### src/rtl/dacreg_pkg.sv
package dacreg_pkg;
   localparam int FRAME_BITS = 32;
   localparam int KEEP_BITS  = 28;
   localparam int PAY_W      = 20;
   localparam int CNT_W      = 6;
   localparam logic [3:0] ADDR_ALL = 4'hF;

   localparam logic [3:0] OP_WR_STAGE   = 4'd0;
   localparam logic [3:0] OP_COPY       = 4'd1;
   localparam logic [3:0] OP_WR_COPYALL = 4'd2;
   localparam logic [3:0] OP_WR_BOTH    = 4'd3;
   localparam logic [3:0] OP_POWER      = 4'd4;
   localparam logic [3:0] OP_ZERO       = 4'd5;
   localparam logic [3:0] OP_HOLD       = 4'd6;
   localparam logic [3:0] OP_SRESET     = 4'd7;
   localparam logic [3:0] OP_CONFIG     = 4'd8;

   localparam logic [1:0] TERM_NONE = 2'd0;
   localparam logic [1:0] TERM_LOW  = 2'd1;

   typedef struct packed {
      logic [3:0]       op;
      logic [3:0]       addr;
      logic [PAY_W-1:0] pay;
   } word_t;
endpackage

### src/rtl/dacreg_spi_rx.sv
module dacreg_spi_rx
   import dacreg_pkg::*;
(
   input  logic  clk,
   input  logic  rst_n,
   input  logic  sclk,
   input  logic  cs_n,
   input  logic  mosi,
   output logic  word_vld,
   output word_t word_q
);
   logic [2:0]           sclk_q;
   logic [2:0]           cs_q;
   logic [1:0]           mosi_q;
   logic [KEEP_BITS-1:0] shreg;
   logic [CNT_W-1:0]     cnt;
   logic                 sclk_rise;
   logic                 cs_rise;
   logic                 selected;

   assign sclk_rise = sclk_q[1] & ~sclk_q[2];
   assign cs_rise   = cs_q[1] & ~cs_q[2];
   assign selected  = ~cs_q[1];

   always_ff @(posedge clk or negedge rst_n) begin
      if (!rst_n) begin
         sclk_q <= '0;
         cs_q   <= '1;
         mosi_q <= '0;
      end else begin
         sclk_q <= {sclk_q[1:0], sclk};
         cs_q   <= {cs_q[1:0], cs_n};
         mosi_q <= {mosi_q[0], mosi};
      end
   end

   always_ff @(posedge clk or negedge rst_n) begin
      if (!rst_n) begin
         shreg <= '0;
         cnt   <= '0;
      end else if (!selected) begin
         cnt <= '0;
      end else if (sclk_rise) begin
         shreg <= {shreg[KEEP_BITS-2:0], mosi_q[1]};
         if (cnt != '1) cnt <= cnt + 1'b1;
      end
   end

   always_ff @(posedge clk or negedge rst_n) begin
      if (!rst_n) begin
         word_vld <= 1'b0;
         word_q   <= '0;
      end else begin
         word_vld <= cs_rise && (cnt == CNT_W'(FRAME_BITS));
         if (cs_rise) word_q <= word_t'(shreg);
      end
   end
endmodule

### src/rtl/dacreg_decode.sv
module dacreg_decode
   import dacreg_pkg::*;
#(
   parameter int NUM_CH = 8,
   parameter int CODE_W = 16
) (
   input  logic              clk,
   input  logic              rst_n,
   input  logic              word_vld,
   input  word_t             word_q,
   output logic [NUM_CH-1:0] ld_stage,
   output logic [NUM_CH-1:0] ld_active,
   output logic [NUM_CH-1:0] pd_on,
   output logic [NUM_CH-1:0] pd_off,
   output logic [CODE_W-1:0] code,
   output logic [1:0]        term,
   output logic              zero_all,
   output logic              soft_rst,
   output logic              ref_int_en,
   output logic              chain_en
);
   localparam int CODE_LSB = PAY_W - CODE_W;

   logic [NUM_CH-1:0] sel;
   logic [NUM_CH-1:0] hold;
   logic [NUM_CH-1:0] mask;

   for (genvar i = 0; i < NUM_CH; i++) begin : g_sel
      assign sel[i] = (word_q.addr == ADDR_ALL) || (word_q.addr == 4'(i));
   end

   assign code     = word_q.pay[PAY_W-1:CODE_LSB];
   assign term     = word_q.pay[9:8];
   assign mask     = word_q.pay[NUM_CH-1:0];
   assign zero_all = word_vld && (word_q.op == OP_ZERO);
   assign soft_rst = word_vld && (word_q.op == OP_SRESET);

   always_comb begin
      ld_stage  = '0;
      ld_active = '0;
      pd_on     = '0;
      pd_off    = '0;
      if (word_vld) begin
         unique case (word_q.op)
            OP_WR_STAGE:   ld_stage = sel;
            OP_COPY:       ld_active = sel & ~hold;
            OP_WR_COPYALL: begin
               ld_stage  = sel;
               ld_active = ~hold;
            end
            OP_WR_BOTH: begin
               ld_stage  = sel;
               ld_active = sel;
            end
            OP_POWER: begin
               if (term == TERM_NONE) pd_off = mask;
               else                   pd_on  = mask;
            end
            default: ;
         endcase
      end
   end

   always_ff @(posedge clk or negedge rst_n) begin
      if (!rst_n) begin
         hold       <= '0;
         ref_int_en <= 1'b0;
         chain_en   <= 1'b0;
      end else if (soft_rst) begin
         hold       <= '0;
         ref_int_en <= 1'b0;
         chain_en   <= 1'b0;
      end else if (word_vld) begin
         if (word_q.op == OP_HOLD) hold <= mask;
         if (word_q.op == OP_CONFIG) begin
            ref_int_en <= word_q.pay[0];
            chain_en   <= word_q.pay[1];
         end
      end
   end
endmodule

### src/rtl/dacreg_chan.sv
module dacreg_chan
   import dacreg_pkg::*;
#(
   parameter int CODE_W = 16
) (
   input  logic              clk,
   input  logic              rst_n,
   input  logic              soft_rst,
   input  logic              zero_all,
   input  logic              ld_stage,
   input  logic              ld_active,
   input  logic              pd_on,
   input  logic              pd_off,
   input  logic [CODE_W-1:0] code,
   input  logic [1:0]        term,
   output logic [CODE_W-1:0] active,
   output logic              pd,
   output logic [1:0]        pd_mode
);
   localparam logic [CODE_W-1:0] MIDSCALE = {1'b1, {(CODE_W-1){1'b0}}};

   logic [CODE_W-1:0] stage;

   always_ff @(posedge clk or negedge rst_n) begin
      if (!rst_n) begin
         stage   <= MIDSCALE;
         active  <= MIDSCALE;
         pd      <= 1'b0;
         pd_mode <= TERM_LOW;
      end else if (soft_rst) begin
         stage   <= MIDSCALE;
         active  <= MIDSCALE;
         pd      <= 1'b0;
         pd_mode <= TERM_LOW;
      end else if (zero_all) begin
         stage  <= '0;
         active <= '0;
      end else begin
         if (ld_stage)  stage  <= code;
         if (ld_active) active <= ld_stage ? code : stage;
         if (pd_on) begin
            pd      <= 1'b1;
            pd_mode <= term;
         end
         if (pd_off) pd <= 1'b0;
      end
   end
endmodule

### src/rtl/dacreg_ctrl.sv
module dacreg_ctrl
   import dacreg_pkg::*;
#(
   parameter int NUM_CH = 8,
   parameter int CODE_W = 16
) (
   input  logic                     clk,
   input  logic                     rst_n,
   input  logic                     spi_sclk,
   input  logic                     spi_cs_n,
   input  logic                     spi_mosi,
   output logic [NUM_CH*CODE_W-1:0] dac_code,
   output logic [NUM_CH-1:0]        dac_pd,
   output logic [2*NUM_CH-1:0]      dac_pd_mode,
   output logic                     ref_int_en,
   output logic                     chain_en
);
   if (CODE_W < 8 || CODE_W > 16) begin : g_bad_code_w
      $error("dacreg_ctrl: CODE_W must lie in 8..16");
   end
   if (NUM_CH < 1 || NUM_CH > 8) begin : g_bad_num_ch
      $error("dacreg_ctrl: NUM_CH must lie in 1..8");
   end

   logic              word_vld;
   word_t             word_q;
   logic [NUM_CH-1:0] ld_stage;
   logic [NUM_CH-1:0] ld_active;
   logic [NUM_CH-1:0] pd_on;
   logic [NUM_CH-1:0] pd_off;
   logic [CODE_W-1:0] code;
   logic [1:0]        term;
   logic              zero_all;
   logic              soft_rst;

   dacreg_spi_rx u_rx (
      .clk      (clk),
      .rst_n    (rst_n),
      .sclk     (spi_sclk),
      .cs_n     (spi_cs_n),
      .mosi     (spi_mosi),
      .word_vld (word_vld),
      .word_q   (word_q)
   );

   dacreg_decode #(.NUM_CH(NUM_CH), .CODE_W(CODE_W)) u_dec (
      .clk        (clk),
      .rst_n      (rst_n),
      .word_vld   (word_vld),
      .word_q     (word_q),
      .ld_stage   (ld_stage),
      .ld_active  (ld_active),
      .pd_on      (pd_on),
      .pd_off     (pd_off),
      .code       (code),
      .term       (term),
      .zero_all   (zero_all),
      .soft_rst   (soft_rst),
      .ref_int_en (ref_int_en),
      .chain_en   (chain_en)
   );

   for (genvar i = 0; i < NUM_CH; i++) begin : g_ch
      dacreg_chan #(.CODE_W(CODE_W)) u_ch (
         .clk       (clk),
         .rst_n     (rst_n),
         .soft_rst  (soft_rst),
         .zero_all  (zero_all),
         .ld_stage  (ld_stage[i]),
         .ld_active (ld_active[i]),
         .pd_on     (pd_on[i]),
         .pd_off    (pd_off[i]),
         .code      (code),
         .term      (term),
         .active    (dac_code[i*CODE_W +: CODE_W]),
         .pd        (dac_pd[i]),
         .pd_mode   (dac_pd_mode[2*i +: 2])
      );
   end
endmodule

### config.mk
export PLATFORM = sky130hd
export DESIGN_NAME = dacreg_ctrl
export DESIGN_NICKNAME = d
export VERILOG_FILES = /design/src/rtl/dacreg_pkg.sv /design/src/rtl/dacreg_spi_rx.sv /design/src/rtl/dacreg_decode.sv /design/src/rtl/dacreg_chan.sv /design/src/rtl/dacreg_ctrl.sv
export SDC_FILE = /design/constraint.sdc
export NUM_CORES = 1
export LEC_CHECK = 0
export ABC_AREA = 1
export BUFFER_PORTS_ARGS = -buffer_cell sky130_fd_sc_hd__clkbuf_2
export CORE_MARGIN = 2
export CORE_UTILIZATION = 25
export CTS_BUF_LIST = sky130_fd_sc_hd__clkbuf_8
export CTS_CLUSTER_DIAMETER = 60
export DETAILED_ROUTE_END_ITERATION = 8
export SYNTH_ARGS = -nofsm -noshare
export SYNTH_HDL_FRONTEND = slang
export SYNTH_SLANG_ARGS = --single-unit
### constraint.sdc
create_clock -name clk -period 2.7 [get_ports clk]
set_input_delay 0.405 -clock clk [delete_from_list [all_inputs] [get_ports clk]]
set_output_delay 0.405 -clock clk [all_outputs]
set_load 0.01 [all_outputs]
==> results.md <==
- Clk_skew: 0.0315 ns
- Clock slew at reported path FFs: 0.06 ns
- Routed vias/inst: around 4.5
- Post-CTS Setup Inserts: 0
- PD cells: 610 nW/µm²
- Post-synth design cell area: 15,600 µm²
- CP Class: reg -> reg
- CTS tree: done
- Crit path max fanout: 44
- # setup viols final: 0
- DRC: 0
- Via count of the first global-routing pass: 12,519
- Top post-synthesis cells by area: dfrtp_1 (53%), nand2_1 (12%), nand3_1 (8.3%)
- TritonCTS buffer count: roughly 70
- DR WL/cell: 16.2 µm
- Crit start category: flip-flop
- Post-CTS sizing: 0
- Drt pass-1 iters: 5
- I/O pin count: between 150 and 200
- Post-cts hold buffer count: 4
- Crit-path max cell delay: 0.55 ns
- Final WL: 45,800 µm
- Critical Path AT: roughly 2.8 ns
- Hold_ws: 0.305 ns
- Layout cell share with drive strength beyond 1: 21.0%
- DR iter-0 viols: ~1,100
- #FFs+latches synth: 361
- Critical-path cell list: inv_6 > nor2_8 > nor2_8 > buf_4 > nand3_1 > nand3_1 > nand2_1 > nand2_1 > nand2_1
- Logic pwr share: 3.5%
- FF/Latch Area: 9070 µm²
- Gr ovfl total: 0
- Diode count: 0
- Post-route antenna net violation count: 0
- Post-Syn Instances: ~1,800
- Placed Cells: 2,695
- Worst setup margin: 0.425 ns
- Post-placement setup slack: 0.451 ns
- EDFF count, synth: 0
- Main synth FF type: dfrtp_1
- Status: complete, no violations
- Yosys warnings: 0
- Crit Reg-Reg Startpoint: u_rx.word_q[24]$_DFFE_PN0P_
- Worst reg2reg endpoint: g_ch[4].u_ch.active[15]$_DFFE_PN1P_
- Area leader, netlist: dfrtp_1
- H-tree levels: 3
- Core area: about 60,000 µm²
- Highest Clock Rate: roughly 440 MHz
- Yosys cell types: 36
- Most used cell, CP: nand2_1
- Area of the multi-input gates: 5540 µm²
- Top-area cell type share of the netlist area: a little over half
- Total Die Area: around 65,000 µm²
- Crit-path slowest cell: dfrtp_1
- Count of final max-slew check failures: 0
- Crit path time final: 2.28 ns
- Initial Utilization: 25.3%
- Die Y-Extent: 254 µm
- CP Capture Type: flip-flop
- RSZ-0062 raised after global routing: false
- Die width: between 200 and 300 µm
- Port bufs: 158
- Seq pwr share: around half
- Register area share after synthesis: 58.0%
- Hold Violations, Final: 0
- Total via count in the routed design: around 13,000
- Lkg Pwr: ~9.9 nW
- Worst skew pair latency: roughly 0.64 ns
- Worst slew pin tran: between 0.6 and 0.7 ns
- Ys async rst share: 100%
- Most frequent cell after synthesis: nand2_1
- Fraction of power spent switching nets: 24.8%
- DP Area: 17,200 µm²
- Slew HR: 54.5%
- GR Util All Layers: 14.4%
- Worst R2R Setup Slack: 0.42 ns
- Switch Pwr: 2.81 mW
- Largest net degree at the start of global routing: 72
- Post-route design area: 18,600 µm²
- Pint: 8.51 mW
- Max-cap violations: 0
- Reg2Reg Depth: 9
- Setup total negative slack: 0 ns
- Max Buffers Root-to-Sink: 3
- Sink Count: approximately 360
- Data required time of the worst path: 3.25 ns
- Clock group share of total power: 47.1%
- Layout area overhead: 18.7%
- Peak VDD IR: 279 µV
- Nets@finish: between 1,500 and 2,000
- DP HPWL: 30,300 µm
- Fin cells: 2,822
- Final period util: 84.3%
- Syn nets: roughly 1,800
- Root Driver: clkbuf_8
- Final Util: between 30% and 40%
- Worst hold path type: in -> async
- First-pass GRT wire length: 71,700 µm
- # rows: 91
- Initial antenna violation count: 0
- Mapped Avg Cell Area: 8.78 µm²
- Fillers: 6,534
- Top post-synthesis cells by count: nand2_1 (501), dfrtp_1 (334), nand3_1 (260), nor2_1 (144), o21ai_0 (105)
- Power Total: 11.3 mW
- Routability cong.: 0.781
layout by cell type (no fill, tap or decap), types with 3 or more instances in the layout:
cell type | netlist | routed
nand2_1 | 501 | 501
dfrtp_1 | 334 | 334
nand3_1 | 260 | 259
clkbuf_2 | 2 | 157
nor2_1 | 144 | 143
inv_1 | 80 | 107
o21ai_0 | 105 | 105
clkbuf_8 | 0 | 85
a21oi_1 | 80 | 80
nor2_2 | 49 | 50
dfstp_2 | 27 | 27
buf_4 | 19 | 24
nand2_2 | 16 | 16
inv_2 | 13 | 13
o21ai_1 | 13 | 13
a21oi_2 | 10 | 10
nor3_1 | 9 | 9
buf_12 | 0 | 8
clkinvlp_4 | 0 | 4
dlygate4sd3_1 | 0 | 4
nand2_4 | 3 | 3
nand4_1 | 3 | 3
o31ai_1 | 3 | 3
inv_6 | 1 | 3
clkinv_2 | 0 | 3
worst max-delay path: cells and delay by family, from the launching register on:
family | cells | cell delay (ns)
simple gates | 7 | 0.96
buf+inv | 2 | 0.67
flops | 1 | 0.55
power groups by stage:
stage	clock [mW]	combinational, mW	sequential (mW)
final	5.33	0.399	5.60
after global routing	5.80	0.458	5.60
after CTS	5.55	0.416	5.60
after detailed placement	0	0.411	5.69
after global placement	0	0.399	5.69
after floorplan	0	0.158	5.64
registers in the layout, indices dropped and copies added (netlist names):
signal	cells
u_dec.hold	8
u_dec.ref_int_en	1
u_rx.shreg	28
u_rx.mosi_q	2
u_rx.word_vld	1
g_ch.u_ch.pd_mode	16
g_ch.u_ch.active	128
u_rx.cs_q	3
u_rx.cnt	6
g_ch.u_ch.pd	8
u_dec.chain_en	1
g_ch.u_ch.stage	128
u_rx.word_q	28
u_rx.sclk_q	3
kinds of logic after synthesis:
group | share of synthesized area, %
AOI/OAI and AO/OA | 7.13
xor gates and xnor gates | 0.112
adders and majority gates | 0.160
buffers and inverters | 6.73
DFF | 58.0
and+or+nand+nor | 27.9
layout make-up:
type | instances | area share (%)
clock buffer | 85 | 6.30
sequential | 361 | 48.8
tap | 837 | 5.64
timing repair buffer | 194 | 6.36
multi-input combinational | 1213 | 29.8
inverter | 94 | 1.93
clock inverter | 38 | 1.09
layer usage:
metal / up-vias / track usage, % / share of wire (%)
met1: 6115 / 19.5 / 45
met3: 85 / 3.80 / 6.7
met4: 0 / 5.83 / 3.0
met2: 380 / 21.8 / 45
met5: - / 0 / 0
li1: 6047 / - / -
worst max path at each step:
| stage | start | cells after the start | slack [ns] | to |
|---|---|---|---|---|
| floorplan | u_rx.cs_q[1]$_DFF_PN1_ | 6 | 1.15 | u_rx.word_q[11]$_DFFE_PN0P_ |
| global route | u_rx.word_q[24]$_DFFE_PN0P_ | 9 | 0.21 | g_ch[5].u_ch.active[10]$_DFFE_PN0P_ |
| CTS | u_rx.word_q[24]$_DFFE_PN0P_ | 9 | 0.39 | g_ch[4].u_ch.active[15]$_DFFE_PN1P_ |
| finish | u_rx.word_q[24]$_DFFE_PN0P_ | 9 | 0.42 | g_ch[4].u_ch.active[15]$_DFFE_PN1P_ |
| global placement | u_rx.word_q[27]$_DFFE_PN0P_ | 6 | 0.53 | g_ch[7].u_ch.active[2]$_DFFE_PN0P_ |
| detailed placement | u_rx.word_q[24]$_DFFE_PN0P_ | 9 | 0.45 | g_ch[4].u_ch.active[15]$_DFFE_PN1P_ |
(Power assumes the default switching activity.)
